<file path="src/rtl/mmu_pkg.sv">
package mmu_pkg;

  localparam int NMODES  = 3;
  localparam int NSPACES = 2;
  localparam int NSETS   = NMODES * NSPACES;
  localparam int SET_W   = $clog2(NSETS);
  localparam int SLOT_W  = SET_W - 1;
  localparam int FLAG_W  = 3;
  localparam int ENA_W   = 6;

  typedef enum logic [1:0] {
    LVL_KERN = 2'b00,
    LVL_SUPV = 2'b01,
    LVL_BAD  = 2'b10,
    LVL_USER = 2'b11
  } level_e;

  typedef enum logic [1:0] {
    ACC_ABSENT = 2'b00,
    ACC_RDONLY = 2'b01,
    ACC_RSVD   = 2'b10,
    ACC_RDWR   = 2'b11
  } access_e;

  // kernel 0, supervisor 1, user 2; illegal folds onto 0 and is flagged elsewhere
  function automatic logic [SLOT_W-1:0] level_slot(input logic [1:0] lvl);
    case (lvl)
      LVL_SUPV: level_slot = SLOT_W'(1);
      LVL_USER: level_slot = SLOT_W'(2);
      default:  level_slot = SLOT_W'(0);
    endcase
  endfunction

endpackage

</file>
<file path="src/rtl/mmu_bus_decode.sv">
module mmu_bus_decode
  import mmu_pkg::*;
#(
  parameter int AW = 22,
  parameter int PAGE_W = 3,
  parameter logic [AW-1:0] KERN_BASE = 22'o17772300,
  parameter logic [AW-1:0] SUPV_BASE = 22'o17772200,
  parameter logic [AW-1:0] USER_BASE = 22'o17777600,
  parameter logic [AW-1:0] CTL0_ADDR = 22'o17777572,
  parameter logic [AW-1:0] CTL3_ADDR = 22'o17772516
) (
  input  logic [AW-1:0]     addr,
  output logic              pg_hit,
  output logic [SET_W-1:0]  pg_set,
  output logic [PAGE_W-1:0] pg_idx,
  output logic              pg_is_base,
  output logic              ctl0_hit,
  output logic              ctl3_hit
);

  localparam int WIN_W = PAGE_W + 3;

  logic [NMODES-1:0] win_match;
  logic [SLOT_W-1:0] slot;

  for (genvar m = 0; m < NMODES; m++) begin : g_win
    localparam logic [AW-1:0] BASE = (m == 0) ? KERN_BASE :
                                     (m == 1) ? SUPV_BASE : USER_BASE;
    assign win_match[m] = (addr[AW-1:WIN_W] == BASE[AW-1:WIN_W]);
  end

  always_comb begin
    slot = '0;
    for (int m = 0; m < NMODES; m++) begin
      if (win_match[m]) slot = SLOT_W'(m);
    end
  end

  assign pg_hit     = |win_match;
  assign pg_is_base = addr[PAGE_W+2];
  assign pg_set     = {slot, addr[PAGE_W+1]};
  assign pg_idx     = addr[PAGE_W:1];
  assign ctl0_hit   = (addr[AW-1:1] == CTL0_ADDR[AW-1:1]);
  assign ctl3_hit   = (addr[AW-1:1] == CTL3_ADDR[AW-1:1]);

endmodule

</file>
<file path="src/rtl/mmu_pagefile.sv">
module mmu_pagefile
  import mmu_pkg::*;
#(
  parameter int REG_W = 16,
  parameter int PAGE_W = 3
) (
  input  logic              clk,
  input  logic              rst_n,
  input  logic              wr_en,
  input  logic [SET_W-1:0]  wr_set,
  input  logic [PAGE_W-1:0] wr_page,
  input  logic              wr_base,
  input  logic [REG_W-1:0]  wr_data,
  input  logic [SET_W-1:0]  rd_set,
  input  logic [PAGE_W-1:0] rd_page,
  input  logic              rd_base,
  output logic [REG_W-1:0]  rd_data,
  input  logic [SET_W-1:0]  xl_set,
  input  logic [PAGE_W-1:0] xl_page,
  output logic [REG_W-1:0]  xl_base,
  output logic [REG_W-1:0]  xl_desc
);

  localparam int NPG   = 1 << PAGE_W;
  localparam int NSLOT = 1 << SET_W;
  localparam int NENT  = NSLOT * NPG;

  logic [NENT-1:0][REG_W-1:0] base_flat;
  logic [NENT-1:0][REG_W-1:0] desc_flat;

  for (genvar s = 0; s < NSLOT; s++) begin : g_set
    for (genvar p = 0; p < NPG; p++) begin : g_pg
      if (s < NSETS) begin : g_reg
        logic [REG_W-1:0] base_r, desc_r;
        logic hit;
        assign hit = wr_en && (wr_set == SET_W'(s)) && (wr_page == PAGE_W'(p));
        always_ff @(posedge clk or negedge rst_n) begin
          if (!rst_n) begin
            base_r <= '0;
            desc_r <= '0;
          end else if (hit) begin
            if (wr_base) base_r <= wr_data;
            else         desc_r <= wr_data;
          end
        end
        assign base_flat[s*NPG+p] = base_r;
        assign desc_flat[s*NPG+p] = desc_r;
      end else begin : g_nil
        assign base_flat[s*NPG+p] = '0;
        assign desc_flat[s*NPG+p] = '0;
      end
    end
  end

  assign rd_data = rd_base ? base_flat[{rd_set, rd_page}] : desc_flat[{rd_set, rd_page}];
  assign xl_base = base_flat[{xl_set, xl_page}];
  assign xl_desc = desc_flat[{xl_set, xl_page}];

endmodule

</file>
<file path="src/rtl/mmu_status.sv">
module mmu_status
  import mmu_pkg::*;
#(
  parameter int REG_W = 16,
  parameter int PAGE_W = 3
) (
  input  logic              clk,
  input  logic              rst_n,
  input  logic              init,
  input  logic              wr_ctl0,
  input  logic              wr_ctl3,
  input  logic [REG_W-1:0]  wr_data,
  input  logic              cap_en,
  input  logic [FLAG_W-1:0] cap_flags,
  input  logic [1:0]        cap_level,
  input  logic              cap_dsp,
  input  logic [PAGE_W-1:0] cap_page,
  output logic [REG_W-1:0]  ctl0_rd,
  output logic [REG_W-1:0]  ctl3_rd,
  output logic              reloc_on,
  output logic [NMODES-1:0] dsp_en
);

  localparam int GAP0_W = REG_W - FLAG_W - 4 - PAGE_W;
  localparam int LVL_HI = PAGE_W + 3;

  logic [FLAG_W-1:0] flags_q;
  logic [1:0]        level_q;
  logic              dsp_q;
  logic [PAGE_W-1:0] page_q;
  logic              reloc_q;
  logic [ENA_W-1:0]  ena_q;

  always_ff @(posedge clk or negedge rst_n) begin
    if (!rst_n) begin
      flags_q <= '0;
      level_q <= '0;
      dsp_q   <= 1'b0;
      page_q  <= '0;
      reloc_q <= 1'b0;
    end else if (wr_ctl0) begin
      flags_q <= wr_data[REG_W-1 -: FLAG_W];
      level_q <= wr_data[LVL_HI -: 2];
      dsp_q   <= wr_data[PAGE_W+1];
      page_q  <= wr_data[PAGE_W:1];
      reloc_q <= wr_data[0];
    end else if (cap_en && (flags_q == '0)) begin
      flags_q <= cap_flags;
      level_q <= cap_level;
      dsp_q   <= cap_dsp;
      page_q  <= cap_page;
    end
  end

  always_ff @(posedge clk or negedge rst_n) begin
    if (!rst_n)       ena_q <= '0;
    else if (init)    ena_q <= '0;
    else if (wr_ctl3) ena_q <= wr_data[ENA_W-1:0];
  end

  assign ctl0_rd  = {flags_q, {GAP0_W{1'b0}}, level_q, dsp_q, page_q, reloc_q};
  assign ctl3_rd  = {{(REG_W-ENA_W){1'b0}}, ena_q};
  assign reloc_on = reloc_q;

  // slot order kernel, supervisor, user maps onto enable bits 2, 1, 0
  for (genvar m = 0; m < NMODES; m++) begin : g_ena
    assign dsp_en[m] = ena_q[NMODES-1-m];
  end

endmodule

</file>
<file path="src/rtl/mmu_xlate.sv">
module mmu_xlate
  import mmu_pkg::*;
#(
  parameter int VA_W = 16,
  parameter int PA_W = 22,
  parameter int REG_W = 16,
  parameter int PAGE_W = 3,
  parameter int BASE_SHIFT = 6
) (
  input  logic              clk,
  input  logic              rst_n,
  input  logic              req_valid,
  output logic              req_ready,
  input  logic [VA_W-1:0]   req_va,
  input  logic [1:0]        req_mode,
  input  logic              req_dspace,
  input  logic              req_write,
  output logic              rsp_valid,
  input  logic              rsp_ready,
  output logic [PA_W-1:0]   rsp_pa,
  output logic              rsp_abort,
  input  logic              reloc_on,
  input  logic [NMODES-1:0] dsp_en,
  output logic [SET_W-1:0]  xl_set,
  output logic [PAGE_W-1:0] xl_page,
  input  logic [REG_W-1:0]  xl_base,
  input  logic [REG_W-1:0]  xl_desc,
  output logic              evt_abort,
  output logic [FLAG_W-1:0] evt_flags,
  output logic [1:0]        evt_level,
  output logic              evt_dsp,
  output logic [PAGE_W-1:0] evt_page
);

  localparam int OFFS_W = VA_W - PAGE_W;

  logic [SLOT_W-1:0] slot;
  logic              illegal, use_d, accept;
  access_e           acc;
  logic [FLAG_W-1:0] flags;
  logic [PA_W-1:0]   mapped, pa_next;

  assign illegal = (req_mode == LVL_BAD);
  assign slot    = level_slot(req_mode);
  assign use_d   = req_dspace && !illegal && dsp_en[slot];
  assign xl_set  = {slot, use_d};
  assign xl_page = req_va[VA_W-1 -: PAGE_W];
  assign acc     = access_e'(xl_desc[2:1]);
  assign mapped  = (PA_W'(xl_base) << BASE_SHIFT) + PA_W'(req_va[OFFS_W-1:0]);

  // flags ordered {read-only/illegal, length, non-resident}
  always_comb begin
    flags = '0;
    if (illegal) begin
      flags = 3'b100;
    end else begin
      case (acc)
        ACC_ABSENT, ACC_RSVD: flags = 3'b001;
        ACC_RDONLY:           flags = req_write ? 3'b100 : 3'b000;
        default:              flags = 3'b000;
      endcase
    end
  end

  assign pa_next   = !reloc_on ? PA_W'(req_va) : ((flags != '0) ? '0 : mapped);
  assign req_ready = !rsp_valid || rsp_ready;
  assign accept    = req_valid && req_ready;

  assign evt_abort = accept && reloc_on && (flags != '0);
  assign evt_flags = flags;
  assign evt_level = req_mode;
  assign evt_dsp   = use_d;
  assign evt_page  = xl_page;

  always_ff @(posedge clk or negedge rst_n) begin
    if (!rst_n) begin
      rsp_valid <= 1'b0;
      rsp_pa    <= '0;
      rsp_abort <= 1'b0;
    end else if (accept) begin
      rsp_valid <= 1'b1;
      rsp_pa    <= pa_next;
      rsp_abort <= reloc_on && (flags != '0);
    end else if (rsp_ready) begin
      rsp_valid <= 1'b0;
    end
  end

endmodule

</file>
<file path="src/rtl/split_xlate.sv">
module split_xlate
  import mmu_pkg::*;
#(
  parameter int VA_W = 16,
  parameter int PA_W = 22,
  parameter int REG_W = 16,
  parameter int AW = 22,
  parameter int PAGE_W = 3,
  parameter int BASE_SHIFT = 6,
  parameter logic [AW-1:0] KERN_BASE = 22'o17772300,
  parameter logic [AW-1:0] SUPV_BASE = 22'o17772200,
  parameter logic [AW-1:0] USER_BASE = 22'o17777600,
  parameter logic [AW-1:0] CTL0_ADDR = 22'o17777572,
  parameter logic [AW-1:0] CTL3_ADDR = 22'o17772516
) (
  input  logic             clk,
  input  logic             rst_n,
  input  logic             init,
  input  logic             reg_wr,
  input  logic [AW-1:0]    reg_addr,
  input  logic [REG_W-1:0] reg_wdata,
  output logic [REG_W-1:0] reg_rdata,
  output logic             reg_hit,
  input  logic             req_valid,
  output logic             req_ready,
  input  logic [VA_W-1:0]  req_va,
  input  logic [1:0]       req_mode,
  input  logic             req_dspace,
  input  logic             req_write,
  output logic             rsp_valid,
  input  logic             rsp_ready,
  output logic [PA_W-1:0]  rsp_pa,
  output logic             rsp_abort
);

  logic              pg_hit, pg_is_base, ctl0_hit, ctl3_hit;
  logic [SET_W-1:0]  pg_set, xl_set;
  logic [PAGE_W-1:0] pg_idx, xl_page;
  logic [REG_W-1:0]  pg_rd, xl_base, xl_desc, ctl0_rd, ctl3_rd;
  logic              reloc_on, ctl0_wr, ctl3_wr;
  logic [NMODES-1:0] dsp_en;
  logic              evt_abort, evt_dsp;
  logic [FLAG_W-1:0] evt_flags;
  logic [1:0]        evt_level;
  logic [PAGE_W-1:0] evt_page;

  mmu_bus_decode #(
    .AW(AW), .PAGE_W(PAGE_W), .KERN_BASE(KERN_BASE), .SUPV_BASE(SUPV_BASE),
    .USER_BASE(USER_BASE), .CTL0_ADDR(CTL0_ADDR), .CTL3_ADDR(CTL3_ADDR)
  ) u_dec (
    .addr(reg_addr), .pg_hit(pg_hit), .pg_set(pg_set), .pg_idx(pg_idx),
    .pg_is_base(pg_is_base), .ctl0_hit(ctl0_hit), .ctl3_hit(ctl3_hit)
  );

  mmu_pagefile #(.REG_W(REG_W), .PAGE_W(PAGE_W)) u_pf (
    .clk(clk), .rst_n(rst_n),
    .wr_en(reg_wr && pg_hit), .wr_set(pg_set), .wr_page(pg_idx),
    .wr_base(pg_is_base), .wr_data(reg_wdata),
    .rd_set(pg_set), .rd_page(pg_idx), .rd_base(pg_is_base), .rd_data(pg_rd),
    .xl_set(xl_set), .xl_page(xl_page), .xl_base(xl_base), .xl_desc(xl_desc)
  );

  assign ctl0_wr = reg_wr && ctl0_hit;
  assign ctl3_wr = reg_wr && ctl3_hit;

  mmu_status #(.REG_W(REG_W), .PAGE_W(PAGE_W)) u_st (
    .clk(clk), .rst_n(rst_n), .init(init),
    .wr_ctl0(ctl0_wr), .wr_ctl3(ctl3_wr), .wr_data(reg_wdata),
    .cap_en(evt_abort), .cap_flags(evt_flags), .cap_level(evt_level),
    .cap_dsp(evt_dsp), .cap_page(evt_page),
    .ctl0_rd(ctl0_rd), .ctl3_rd(ctl3_rd), .reloc_on(reloc_on), .dsp_en(dsp_en)
  );

  mmu_xlate #(
    .VA_W(VA_W), .PA_W(PA_W), .REG_W(REG_W), .PAGE_W(PAGE_W), .BASE_SHIFT(BASE_SHIFT)
  ) u_xl (
    .clk(clk), .rst_n(rst_n),
    .req_valid(req_valid), .req_ready(req_ready), .req_va(req_va),
    .req_mode(req_mode), .req_dspace(req_dspace), .req_write(req_write),
    .rsp_valid(rsp_valid), .rsp_ready(rsp_ready), .rsp_pa(rsp_pa), .rsp_abort(rsp_abort),
    .reloc_on(reloc_on), .dsp_en(dsp_en),
    .xl_set(xl_set), .xl_page(xl_page), .xl_base(xl_base), .xl_desc(xl_desc),
    .evt_abort(evt_abort), .evt_flags(evt_flags), .evt_level(evt_level),
    .evt_dsp(evt_dsp), .evt_page(evt_page)
  );

  assign reg_hit   = pg_hit || ctl0_hit || ctl3_hit;
  assign reg_rdata = pg_hit   ? pg_rd   :
                     ctl0_hit ? ctl0_rd :
                     ctl3_hit ? ctl3_rd : '0;

endmodule

</file>
<file path="config.mk">
export PLATFORM = sky130hd
export DESIGN_NAME = split_xlate
export DESIGN_NICKNAME = d
export VERILOG_FILES = /design/src/rtl/mmu_pkg.sv /design/src/rtl/mmu_bus_decode.sv /design/src/rtl/mmu_pagefile.sv /design/src/rtl/mmu_status.sv /design/src/rtl/mmu_xlate.sv /design/src/rtl/split_xlate.sv
export SDC_FILE = /design/constraint.sdc
export NUM_CORES = 2
export LEC_CHECK = 0
export BUFFER_PORTS_ARGS = -buffer_cell sky130_fd_sc_hd__buf_2
export CAP_MARGIN = 0
export CORE_ASPECT_RATIO = 0.5
export CORE_MARGIN = 2
export CORE_UTILIZATION = 40
export CTS_CLUSTER_SIZE = 30
export DETAILED_ROUTE_END_ITERATION = 10
export PLACE_DENSITY_LB_ADDON = 0.12
export SYNTH_ARGS = -nofsm -noshare
export SYNTH_HDL_FRONTEND = slang
export SYNTH_SLANG_ARGS = --single-unit
export TNS_END_PERCENT = 50
</file>
<file path="constraint.sdc">
create_clock -name clk -period 11.25 [get_ports clk]
set_clock_uncertainty 0.2 [all_clocks]
set_input_delay 2.25 -clock clk [delete_from_list [all_inputs] [get_ports clk]]
set_output_delay 2.25 -clock clk [all_outputs]
set_load 0.05 [all_outputs]
</file>
==> metrics.csv <==
stage,metric,value,unit
critical_path,worst_ep_required_time,8.80,ns
route,via_count,47640,
route,route.met2.wl,114500,um
cts,root_buffer,clkbuf_16,
place,dpl.cell_count,7451,
critical_path,critPathLaunchType,primary input,
global_route,grt_max_degree,190,
synth,synth_area_per_cell,15.67,um^2
synth,synth-xor-area-share,0.001545,
route,antenna_left,0,
sta,slew_violations,0,
global_route,grt_pass1_wl,370700,um
sta,worstMarginPinSlew,1.305,ns
synth,syn-num-nets,5138,
global_route,grt_usage,0.2549,
synth,yosys.area.top_type_share,0.4970,
route,route.detailed.drc,0,
route,via_per_inst,6.158,
critical_path,cp.arrival,6.60,ns
synth,ys_types,75,
synth,synth_simple_gate_area_frac,0.02936,
floorplan,core,196800,um^2
synth,synth_area_leaders,"dfrtp_1 50%, mux2_2 21%, mux4_2 20%",
sta,slew_headroom,0.1236,
synth,synthCells,5064,
global_route,antenna_found_initial,9,
cts,h-tree-depth,4,
run,max_cap_viol_count,0,
global_route,overflow,0,
synth,ys_async_sr_fraction,1.000,
sta,max_freq,110.5,MHz
route,drt_iter0_markers,4550,
sta,period_share,0.8041,
place,port_buffers,104,
synth,muxShareOfSynthArea,0.4286,
final_layout,final_layout_size_suffix_gt1_frac,0.5462,
synth,synth.most_common_cell,dfrtp_1,
synth,synth_ff_type,dfrtp_1,
route,first_pass_iters,8,
place,hpwl,153500,um
synth,synth_commonest_cells,"1576 x dfrtp_1, 1515 x mux2_2, 694 x mux4_2",
floorplan,start_util,0.4031,
route,routed_wirelength,256900,um
pwr,p_leak,0.04113,uW
synth,ys_seq_area_frac,0.4970,
final_layout,fin_nets,5057,
synth,yosys_warnings,0,
run_status,status,finished clean,
critical_path,critical_path_class,primary input to output port,
final_layout,fin_cells,7736,
cts,clock_path_buffers,4,
floorplan,die_h,318.9,um
critical_path,worstSetupEndpointType,output port,
cts,clk_pin_slew_worst_paths,0.07,ns
cts,cts.repair.resized,0,
route,wl_per_cell,33.21,um
floorplan,io_pins,106,
synth,synthAdderAreaFrac,0.001671,
synth,yosysTopAreaCell,dfrtp_1,
synth,synth_area,79350,um^2
global_route,grt_pass1_vias,50070,
route,top_layer_used,met5,
hold_path,hold_path_class,register to register,
place,gp_congestion,0.8186,
sta,hold_viol_final,0,
sta,fin_crit,9.046,ns
route,m1WireLength,118100,um
pwr,ir_drop,0.0001113,V
floorplan,row_count,115,
critical_path,cp_max_fo,55,
cts,clock_sinks,1576,
cts,clk_latency,0.83,ns
cts,cts_tree,done,
cts,holdBufCountCts,0,
pwr,power_density,136.4,nW/um^2
final_layout,area_growth,10.71,%
synth,ys_ff_latch,1576,
sta,setup_viol,0,
sta,fin_setup_tns,0,ns
floorplan,fp.dieW,633.9,um
floorplan,die_area,202200,um^2
cts,numCtsBuffers,162,
cts,post_cts_buffers,0,
synth,synth_edf_count,0,
route,dr_wl_met3,17310,um
synth,synth-compound-area-share,0.01302,
synth,synth_top_family_by_area,multiplexers,
sta,rsz0062_at_grt,no,
[through the flow]
stage          utilization  setup slack, ns  cell area [um^2]  power (uW)  hold slack [ns]
2_1_floorplan            -            3.645             79350        6152           0.2335
3_3_place_gp        0.4190            2.355             82480        6465           0.2491
3_5_place_dp        0.4190            2.337             82480        6478           0.2555
4_1_cts             0.4462            2.344             87830       12110           0.2705
5_1_grt             0.4462            1.947             87830       12400           0.2921
6_report            0.4463            2.204             87850       11980           0.2661
[metal layers]
metal  global-route usage  vias up
li1                     -    19060
met1               0.3815    26650
met2               0.3809     1552
met3              0.04874      377
met4              0.06496        4
met5                    0        -
[area by class of cell]
cell class / instances / area [um^2]
fill: 17260 / 109000
sequential: 1576 / 39440
multi-input combinational: 2989 / 37790
clock buffer: 221 / 4578
tap: 2632 / 3293
timing repair buffer: 241 / 1908
clock inverter: 57 / 778.2
inverter: 13 / 48.80
antenna: 7 / 17.52
[layout by cell type (no fill, tap or decap), types with 27 or more instances in the layout]
master     count
buf_4        135
nor2_2        36
dfrtp_1     1576
nand3_1       32
o21ai_0       32
nor2_1        55
clkbuf_8      27
mux4_2       694
buf_2         80
mux2i_1       73
nand2_1      285
clkbuf_1      31
mux2_2      1515
clkbuf_16    164
clkinv_2      28
[cell families after synthesis]
logic type	after synthesis
XOR/XNOR	14
flip-flops	1576
adder cells (fa/ha/maj)	10
AND/OR/NAND/NOR	516
AO/OA/AOI/OAI	144
buffers and inverters	499
multiplexers	2305
[worst max-delay path, cell delays in order]
cell     delay (ns)
buf_8          0.52
buf_4          0.48
mux4_2         0.55
mux2_2         0.28
nand3_1        0.08
o21ai_0        0.35
o21ai_0        0.99
o21ai_0        0.52
buf_2          0.35
[where the power goes]
part | total (uW) | switching [uW] | leakage (uW) | internal [uW]
registers | 5680 | 4.64 | 0.0220 | 5670
clock network | 5620 | 2360 | 0.00264 | 3260
logic | 683 | 516 | 0.0165 | 167
total | 12000 | 2880 | 0.0411 | 9100
[path summary, 6_finish.rpt]
kind | start | slack [ns] | cells past startpoint | end
worst max-delay path | reg_addr[1] | 2.20 | 9 | reg_rdata[12]
worst min-delay path | u_pf.g_set[4].g_pg[7].g_reg.desc_r[12] | 0.27 | 2 | u_pf.g_set[4].g_pg[7].g_reg.desc_r[12]
worst max register to register | u_st.ena_q[2] | 5.67 | 17 | u_xl.rsp_pa[18]
worst min register to register | u_pf.g_set[4].g_pg[7].g_reg.desc_r[12] | 0.27 | 2 | u_pf.g_set[4].g_pg[7].g_reg.desc_r[12]
max in group asynchronous | rst_n | 6.87 | 3 | u_pf.g_set[4].g_pg[5].g_reg.desc_r[7]
min in group asynchronous | rst_n | 1.20 | 1 | u_pf.g_set[1].g_pg[7].g_reg.desc_r[9]
[state kept, by name (all words and copies together), names as in the netlist, 2 cells and up]
signal                        flops
u_xl.rsp_pa                      22
u_st.page_q                       3
u_st.ena_q                        6
u_st.level_q                      2
u_pf.g_set.g_pg.g_reg.desc_r    768
u_st.flags_q                      3
u_pf.g_set.g_pg.g_reg.base_r    768
Power figures use the tool's default switching activity.
